[src/rtl/ecd_align_pkg.sv]
package ecd_align_pkg;
  typedef enum logic {
    ST_SEARCH = 1'b0,
    ST_LOCKED = 1'b1
  } align_state_e;
endpackage

[src/rtl/ecd_frame_shift.sv]
module ecd_frame_shift #(
  parameter int unsigned FRAME_W = 18,
  localparam int unsigned PW = $clog2(FRAME_W)
) (
  input  logic               clk_i,
  input  logic               rst_ni,
  input  logic               clr_i,
  input  logic               shift_i,
  input  logic               bit_i,
  output logic [FRAME_W-1:0] win_nxt_o,
  output logic [PW-1:0]      phase_o
);
  logic [FRAME_W-1:0] win_q;
  logic [PW-1:0]      phase_q;

  // newest bit enters at the top; bit 0 is the oldest
  assign win_nxt_o = {bit_i, win_q[FRAME_W-1:1]};
  assign phase_o   = phase_q;

  always_ff @(posedge clk_i or negedge rst_ni) begin
    if (!rst_ni) begin
      win_q   <= '0;
      phase_q <= '0;
    end else if (clr_i) begin
      win_q   <= '0;
      phase_q <= '0;
    end else if (shift_i) begin
      win_q   <= win_nxt_o;
      phase_q <= (phase_q == PW'(FRAME_W-1)) ? '0 : phase_q + PW'(1);
    end
  end
endmodule

[src/rtl/ecd_offset_score.sv]
module ecd_offset_score #(
  parameter int unsigned FRAME_W     = 18,
  parameter int unsigned LOCK_FRAMES = 4,
  localparam int unsigned PW = $clog2(FRAME_W),
  localparam int unsigned CW = $clog2(LOCK_FRAMES + 1)
) (
  input  logic          clk_i,
  input  logic          rst_ni,
  input  logic          clr_i,
  input  logic          en_i,
  input  logic [PW-1:0] phase_i,
  input  logic          good_i,
  output logic          hit_o
);
  logic [FRAME_W-1:0] ripe_vec;

  for (genvar g = 0; g < FRAME_W; g++) begin : g_off
    logic [CW-1:0] cnt_q;
    logic          sel;
    assign sel         = (phase_i == PW'(g));
    assign ripe_vec[g] = sel && (cnt_q == CW'(LOCK_FRAMES - 1));

    always_ff @(posedge clk_i or negedge rst_ni) begin
      if (!rst_ni) begin
        cnt_q <= '0;
      end else if (clr_i) begin
        cnt_q <= '0;
      end else if (en_i && sel) begin
        if (!good_i)
          cnt_q <= '0;
        else if (cnt_q != CW'(LOCK_FRAMES - 1))
          cnt_q <= cnt_q + CW'(1);
      end
    end
  end

  // this frame is the LOCK_FRAMES-th good one at the current offset
  assign hit_o = en_i && good_i && (|ripe_vec);
endmodule

[src/rtl/ecd_lock_ctrl.sv]
module ecd_lock_ctrl
  import ecd_align_pkg::*;
#(
  parameter int unsigned FRAME_W     = 18,
  parameter int unsigned DATA_W      = 16,
  parameter int unsigned LOSS_FRAMES = 2,
  localparam int unsigned PW = $clog2(FRAME_W),
  localparam int unsigned LW = $clog2(LOSS_FRAMES + 1)
) (
  input  logic              clk_i,
  input  logic              rst_ni,
  input  logic              pwrdn_i,
  input  logic              bit_en_i,
  input  logic [PW-1:0]     phase_i,
  input  logic              good_i,
  input  logic              hit_i,
  input  logic [DATA_W-1:0] word_i,
  output logic              locked_o,
  output logic              valid_o,
  output logic [DATA_W-1:0] data_o,
  output logic              lock_no_o,
  output logic              los_o
);
  align_state_e      state_q;
  logic [PW-1:0]     lock_phase_q;
  logic [LW-1:0]     bad_q;
  logic              valid_q, lock_n_q, los_q;
  logic [DATA_W-1:0] data_q;
  logic              frame_end;

  assign frame_end = bit_en_i && (phase_i == lock_phase_q);

  always_ff @(posedge clk_i or negedge rst_ni) begin
    if (!rst_ni) begin
      state_q      <= ST_SEARCH;
      lock_phase_q <= '0;
      bad_q        <= '0;
      valid_q      <= 1'b0;
      data_q       <= '0;
      lock_n_q     <= 1'b1;
      los_q        <= 1'b1;
    end else if (pwrdn_i) begin
      state_q      <= ST_SEARCH;
      lock_phase_q <= '0;
      bad_q        <= '0;
      valid_q      <= 1'b0;
      lock_n_q     <= 1'b1;
      los_q        <= 1'b1;
    end else begin
      valid_q <= 1'b0;
      unique case (state_q)
        ST_SEARCH: begin
          if (hit_i) begin
            state_q      <= ST_LOCKED;
            lock_phase_q <= phase_i;
            bad_q        <= '0;
            valid_q      <= 1'b1;
            data_q       <= word_i;
            lock_n_q     <= 1'b0;
            los_q        <= 1'b0;
          end
        end
        ST_LOCKED: begin
          if (frame_end) begin
            if (good_i) begin
              valid_q <= 1'b1;
              data_q  <= word_i;
              bad_q   <= '0;
            end else if (bad_q == LW'(LOSS_FRAMES - 1)) begin
              state_q  <= ST_SEARCH;
              bad_q    <= '0;
              lock_n_q <= 1'b1;
              los_q    <= 1'b1;
            end else begin
              bad_q <= bad_q + LW'(1);
            end
          end
        end
        default: state_q <= ST_SEARCH;
      endcase
    end
  end

  assign locked_o  = (state_q == ST_LOCKED);
  assign valid_o   = valid_q;
  assign data_o    = data_q;
  assign lock_no_o = lock_n_q;
  assign los_o     = los_q;
endmodule

[src/rtl/ecd_frame_aligner.sv]
module ecd_frame_aligner #(
  parameter int unsigned DATA_W      = 16,
  parameter int unsigned LOCK_FRAMES = 4,
  parameter int unsigned LOSS_FRAMES = 2,
  localparam int unsigned FRAME_W = DATA_W + 2,
  localparam int unsigned PW      = $clog2(FRAME_W)
) (
  input  logic              clk_i,
  input  logic              rst_ni,
  input  logic              bit_en_i,
  input  logic              ser_i,
  input  logic              pwrdn_i,
  input  logic              oe_i,
  output logic [DATA_W-1:0] data_o,
  output logic              valid_o,
  output logic              data_oe_o,
  output logic              lock_no_o,
  output logic              los_o
);
  logic [FRAME_W-1:0] win_nxt;
  logic [PW-1:0]      phase;
  logic               good, hit, locked;
  logic [DATA_W-1:0]  word_q;

  ecd_frame_shift #(.FRAME_W(FRAME_W)) i_shift (
    .clk_i     (clk_i),
    .rst_ni    (rst_ni),
    .clr_i     (pwrdn_i),
    .shift_i   (bit_en_i && !pwrdn_i),
    .bit_i     (ser_i),
    .win_nxt_o (win_nxt),
    .phase_o   (phase)
  );

  // start clock bit is the oldest, stop clock bit the newest
  assign good = win_nxt[0] && !win_nxt[FRAME_W-1];

  ecd_offset_score #(.FRAME_W(FRAME_W), .LOCK_FRAMES(LOCK_FRAMES)) i_score (
    .clk_i   (clk_i),
    .rst_ni  (rst_ni),
    .clr_i   (pwrdn_i || locked),
    .en_i    (bit_en_i && !pwrdn_i && !locked),
    .phase_i (phase),
    .good_i  (good),
    .hit_o   (hit)
  );

  ecd_lock_ctrl #(
    .FRAME_W(FRAME_W), .DATA_W(DATA_W), .LOSS_FRAMES(LOSS_FRAMES)
  ) i_ctrl (
    .clk_i     (clk_i),
    .rst_ni    (rst_ni),
    .pwrdn_i   (pwrdn_i),
    .bit_en_i  (bit_en_i),
    .phase_i   (phase),
    .good_i    (good),
    .hit_i     (hit),
    .word_i    (win_nxt[FRAME_W-2:1]),
    .locked_o  (locked),
    .valid_o   (valid_o),
    .data_o    (word_q),
    .lock_no_o (lock_no_o),
    .los_o     (los_o)
  );

  assign data_oe_o = oe_i && !pwrdn_i;
  assign data_o    = data_oe_o ? word_q : '0;
endmodule

[config.mk]
export PLATFORM = sky130hd
export DESIGN_NAME = ecd_frame_aligner
export DESIGN_NICKNAME = d
export VERILOG_FILES = /design/src/rtl/ecd_align_pkg.sv /design/src/rtl/ecd_frame_shift.sv /design/src/rtl/ecd_offset_score.sv /design/src/rtl/ecd_lock_ctrl.sv /design/src/rtl/ecd_frame_aligner.sv
export SDC_FILE = /design/constraint.sdc
export NUM_CORES = 1
export LEC_CHECK = 0
export ABC_AREA = 1
export CORE_MARGIN = 2
export CORE_UTILIZATION = 35
export DETAILED_ROUTE_END_ITERATION = 8
export DONT_BUFFER_PORTS = 1
export PLACE_DENSITY_LB_ADDON = 0.2
export SLEW_MARGIN = 30
export SYNTH_ARGS = -nofsm -noshare
export SYNTH_HDL_FRONTEND = slang
export SYNTH_SLANG_ARGS = --single-unit
[constraint.sdc]
create_clock -name clk_i -period 2.3 [get_ports clk_i]
set_input_delay 0.23 -clock clk_i [delete_from_list [all_inputs] [get_ports clk_i]]
set_output_delay 0.23 -clock clk_i [all_outputs]
set_load 0.02 [all_outputs]
# After elaboration in Yosys (flattened, before gate mapping)
# Cells that the tools add are included.
[word_totals] register_bits=103
[classes] addsub=20 n_eq_ne=81 mux=107 n_bitwise=2 n_reduce_logical=91
[op_table] cell="$mux 3" count=72
[op_table] cell="$ne 3x2->1 const B" count=36
[op_table] cell="$mux 16" count=4
[op_table] cell="$add 3x1->3 const B" count=18
[op_table] cell="$eq 3x2->1 const B" count=18
[op_table] cell="$logic_and 1x1->1" count=43
[op_table] cell="$eq 5x4->1 const B" count=8
[op_table] cell="$reduce_and 2->1" count=20
[op_table] cell="$reduce_bool 2->1" count=20
[op_table] cell="$mux 18" count=2
[op_table] cell="$pmux 16 s2" count=1
[op_table] cell="$mux 5" count=6
[op_table] cell="$eq 5x3->1 const B" count=4
[op_table] cell="$reduce_or 18->1" count=1
[op_table] cell="$mux 1" count=13
[op_table] cell="$ne 3x3->1 const B" count=4
[op_table] cell="$eq 5x2->1 const B" count=2
[op_table] cell="$eq 5x5->1 const B" count=2
[op_table] cell="$mux 2" count=5
[op_table] cell="$ne 2x2->1 const B" count=4
[op_table] cell="$reduce_and 4->1" count=2
[op_table] cell="$pmux 1 s2" count=3
[op_table] cell="$add 5x1->5 const B" count=1
[op_table] cell="$eq 5x1->1 const B" count=1
[op_table] cell="8 further kinds" count=11

# Longest topological paths before layout
[logic_depth] depth_word=8 mapped_depth=14 ltp_nobuf=13

# Modules after synthesis
# A second synthesis with hierarchy kept.
[unflattened] hier_cells=662 hier_area_um2=5484.0
[modules_own_cells] module="ecd_offset_score" instances=1 cells_per_inst=374 area_each_um2=3125.5 seq_area_each_um2=1351.3
[modules_own_cells] module="ecd_lock_ctrl" instances=1 cells_per_inst=144 area_each_um2=1201.2 seq_area_each_um2=651.9
[modules_own_cells] module="ecd_frame_shift" instances=1 cells_per_inst=102 area_each_um2=954.7 seq_area_each_um2=550.5
[modules_own_cells] module="ecd_frame_aligner" instances=1 cells_per_inst=42 area_each_um2=202.7 seq_area_each_um2=0.0

# Worst setup path after synthesis
# No wires, ideal clock.
[synth_timing] path_type="reg-to-reg" startpoint="reg i_shift.phase_q[0], in the netlist i_shift.phase_o[0]" endpoint="reg i_ctrl.data_q[12], in the netlist i_ctrl.data_o[12]" setup_time_ns=0.116 t_arrival_ns=1.900 required_ns=2.184 setup_slack_ns=0.283 path_stages_with_launch=14 n_path_buf=1 synth_period_minus_slack_ns=2.017 cell_sequence="dfrtp_1 -> ha_1 -> nand2_1 -> nor2_1 -> ha_1 -> nand2_1 -> nand2_1 -> nor2_1 -> nand2_1 -> o21bai_4 -> nand2_4 -> buf_2 -> nand3_1 -> nand2_1"
[synth_between] elab_chain_len=6
[synth_rtl] item="start: declaration" line_no="ecd_frame_shift.sv:14" rtl="logic [PW-1:0] phase_q;"
[synth_rtl] item="start signal: assignment" line_no="ecd_frame_shift.sv:29" rtl="phase_q <= (phase_q == PW'(FRAME_W-1)) ? '0 : phase_q + PW'(1);"
[synth_rtl] item="$eq 5x1->1, or another cell as far along" line_no="ecd_offset_score.sv:20" rtl="assign sel = (phase_i == PW'(g));"
[synth_rtl] item="$logic_and 1x1->1" line_no="ecd_offset_score.sv:21" rtl="assign ripe_vec[g] = sel && (cnt_q == CW'(LOCK_FRAMES - 1));"
[synth_rtl] item="$reduce_or 18->1" line_no="ecd_offset_score.sv:38" rtl="assign hit_o = en_i && good_i && (|ripe_vec);"
[synth_rtl] item="$logic_and 1x1->1" line_no="ecd_offset_score.sv:38"
[synth_rtl] item="$ne 2x2->1 (no source line)"
[synth_rtl] item="$reduce_and 4->1 (no source line) *"
[synth_rtl] item="end signal: assignment" line_no="ecd_lock_ctrl.sv:58" rtl="data_q <= word_i;"
[synth_rtl] item="end signal: assignment" line_no="ecd_lock_ctrl.sv:67" rtl="data_q <= word_i;"
[synth_rtl] item="end: declaration" line_no="ecd_lock_ctrl.sv:28" rtl="logic [DATA_W-1:0] data_q;"
# Every way passes the cells marked *; elsewhere a longest branch is shown, timed or not.
# A chain may end at the register's enable or synchronous reset.

# Worst setup path in the final report
[layout_timing] startpoint="reg i_shift.phase_q[0], in the netlist i_shift.phase_o[0]" endpoint="reg i_ctrl.data_q[10], in the netlist i_ctrl.data_o[10]"
# The elaborated chain is that of the path after synthesis.

==> results.md <==
- Post-synthesis sequential area ratio: 47.2%
- Avg Cell Area, Syn: 8.30 µm²
- Syn_nets: 698
- Required time worst endpoint: 2.55 ns
- Die height: 128 µm
- Global Route Usage Sum: 16.0%
- Remaining DRCs: 0
- Lkg Pwr: 2.86 nW
- Post-Synth Simple-Gate Area: 24.3%
- Nets@finish: 703
- ANT cells: 0
- Most frequent cells in the layout: 165 x nand2_1, 99 x dfrtp_1, 79 x inv_1
- Reg2reg end: i_ctrl.data_o[10]$_DFFE_PN0P_
- Reg2Reg Launch Point: i_shift.phase_o[0]$_DFFE_PN0P_
- WL/cell: 14.4 µm
- Fraction of the mapped netlist area in adder cells: 9.49%
- Row count: 45
- Failing checks: hold timing
- TritonCTS clock tree: done
- DP HPWL: 8440 µm
- Fin. max-slew vios: 0
- Vias/cell: 5.13
- Slew @ Worst Pin: 0.553 ns
- Core area: 15100 µm²
- Min Tclk post-route: 2.13 ns
- Flops & latches, synth: 102
- Final instance area: 5980 µm²
- CTS Hold Bufs: 1
- Vias in the first global route: 4216
- Combinational family with the most area after synthesis: simple AND/OR/NAND/NOR gates
- Router iterations before antenna repair: 4
- Power per cell area: 573 nW/µm²
- Max-Slew Margin vs Limit: 63.0%
- CTS buffer count: 9
- Clock Tree Buf Depth: 2
- WP data arrival: 2.38 ns
- Crit Path Max Fanout: 7
- R2R cell count: 13
- H-Tree Depth: 3
- Min Hold Slack: -0.430 ns
- Vias: 4358
- Ports: 26
- PortBufs: 0
- Max cap viols: 0
- Hold Path Class: primary input to asynchronous set/reset pin
- First-pass GRT wire length: 20900 µm
- Peak Freq: 0.469 GHz
- Final hold vios: 102
- Area grow syn2layout: 10.6%
- Worst Setup SP: i_shift.phase_o[0]$_DFFE_PN0P_
- Die area: 16500 µm²
- Antenna Nets Post-Route: 0
- DR iter-0 viols: 255
- Clock Tree Root: clkbuf_16
- Clock transition at the registers of the reported paths: 0.07 ns
- Status: finished, violations left
- Startpoint Class: flop
- Compound-Gate Fraction of Synth Area: 10.6%
- Final period util: 92.8%
- Synth Cell Area: 5410 µm²
- Initial antenna violation count: 0
- Largest net degree at the start of global routing: 103
- Clk Latency, worst-skew pair: 0.36 ns
- Die width: 128 µm
- Final Wtd Congestion: 0.893
- Post-Route WL: 12200 µm
- Multiplexer share of the synthesized area: 0.185%
- Reg-to-reg setup timing slack: 0.17 ns
- XOR/XNOR share of the synthesized area: 0.324%
- Crit Path Category: flop to flop
- Max VDD drop: 367 µV
- Filler cells: 1534
- Initial Util: 35.7%
- Dpl cell area: 5660 µm²
- Synth unique cells: 29
- Layout Skew: 0.00810 ns
- Final setup TNS: 0 ns
- Share of layout cells above drive strength 1: 7.26%
- Critical Path End Type: flop
- Final setup fails: 0
- Cells after Synth: 651
- Most common cell after layout, fill and taps aside: nand2_1
- Clock sinks: 102
- Total gr overflow: 0
- Synth Warn #: 0
==> kinds of logic (layout without fill, tap and decap cells) <==
group / count (synthesis) / in the layout
XOR/XNOR: 2 / 2
AND/OR/NAND/NOR: 313 / 313
AO/OA/AOI/OAI: 83 / 83
flip-flops: 102 / 102
adder cells (fa/ha/maj): 41 / 41
multiplexers: 1 / 1
buffers and inverters: 109 / 119
==> worst max-delay path by stage <==
stage          depth (start not counted)                             to  slack [ns]
6_report                              13  i_ctrl.data_o[10]$_DFFE_PN0P_        0.17
2_1_floorplan                         13  i_ctrl.data_o[12]$_DFFE_PN0P_        0.28
4_1_cts                               13   i_ctrl.data_o[3]$_DFFE_PN0P_        0.02
3_5_place_dp                          13   i_ctrl.data_o[4]$_DFFE_PN0P_        0.06
3_3_place_gp                          13  i_ctrl.data_o[14]$_DFFE_PN0P_        0.11
5_1_grt                               13   i_ctrl.data_o[3]$_DFFE_PN0P_      -0.003
==> worst max-delay path, stage by stage, from the launching register on <==
cell and delay (ns):
dfrtp_2 0.45, ha_2 0.23, nand2_1 0.10, nor2_1 0.05, ha_1 0.21, nand2_1 0.09
nand2_1 0.07, nor2_1 0.12, nand2_1 0.10, o21bai_4 0.19, nand2_4 0.11, buf_4 0.17
nand3_1 0.08, nand2_1 0.06
==> routing by layer <==
| layer | vias up | wire length (µm) | track usage, % |
|---|---|---|---|
| li1 | 2183 | - | - |
| met1 | 2099 | 5740 | 20.4 |
| met2 | 66 | 5960 | 27.2 |
| met3 | 10 | 410 | 3.30 |
| met4 | 0 | 124 | 5.30 |
| met5 | - | 0 | 0 |
==> registers in the layout, summed over array words and instances (netlist names) <==
| signal | count |
|---|---|
| i_ctrl.lock_no_o | 1 |
| i_ctrl.lock_phase_q | 5 |
| i_score.g_off.cnt_q | 54 |
| i_shift.phase_o | 5 |
| i_shift.win_q | 17 |
| i_ctrl.data_o | 16 |
| i_ctrl.valid_o | 1 |
| i_ctrl.bad_q | 2 |
| i_ctrl.locked_o | 1 |
==> power breakdown <==
group,switching (mW),internal [mW],total (mW)
logic,0.110,0.0413,0.152
registers,0.0150,1.80,1.82
clock network,0.682,0.771,1.45
==> Yosys cell counts <==
| master | count | area [µm²] |
|---|---|---|
| nand2_1 | 165 | 619 |
| dfrtp_1 | 101 | 2530 |
| inv_1 | 79 | 297 |
| nand3_1 | 66 | 330 |
| nor2_1 | 60 | 225 |
| ha_1 | 41 | 513 |
| o21ai_0 | 22 | 110 |
| clkbuf_1 | 15 | 56.3 |
| o41ai_1 | 14 | 123 |
| a21oi_1 | 12 | 60.1 |
| o22ai_1 | 10 | 62.6 |
| o31ai_1 | 9 | 67.6 |
| a32o_1 | 8 | 80.1 |
| nand4_1 | 8 | 50.1 |
| nor3_1 | 8 | 40.0 |
| buf_1 | 4 | 15.0 |
| buf_2 | 4 | 20.0 |
| inv_2 | 4 | 15.0 |
| a311oi_1 | 3 | 26.3 |
| a31oi_1 | 3 | 18.8 |
| buf_4 | 3 | 22.5 |
| and3_1 | 2 | 12.5 |
| nand2_4 | 2 | 22.5 |
| nor2_2 | 2 | 12.5 |
| xor2_1 | 2 | 17.5 |
| a211oi_1 | 1 | 7.51 |
| dfstp_2 | 1 | 26.3 |
| mux2i_1 | 1 | 10.0 |
| o21bai_4 | 1 | 18.8 |
==> metrics by stage <==
stage / setup slack [ns] / total power [mW] / std cells / hold slack [ns] / util (%)
finish: 0.167 / 3.42 / 849 / -0.430 / 39.5
floorplan: 0.283 / 1.97 / 651 / -0.0656 / -
global placement: 0.105 / 2.00 / 829 / -0.0604 / 37.4
detailed placement: 0.0601 / 2.00 / 829 / -0.0606 / 37.4
global route: -0.00276 / 3.56 / 849 / -0.455 / 39.5
CTS: 0.0235 / 3.47 / 846 / -0.445 / 39.3
==> final cells by class <==
cell class                 count  area (µm²)  area share, %
clock buffer                  12         246           4.12
timing repair buffer          20         165           2.76
multi-input combinational    440        2430           40.7
tap                          188         235           3.93
sequential                   102        2560           42.7
inverter                      83         312           5.21
clock inverter                 4        30.0          0.502
==> timing repair <==
item / 4_1_cts / 5_1_grt
setup endpoints to repair: 0 / 22
hold endpoints to repair: 103 / 102
buffers inserted: 0 / 3
resized for setup: 0 / 5
No activity file was read; power rests on OpenSTA's default activity.
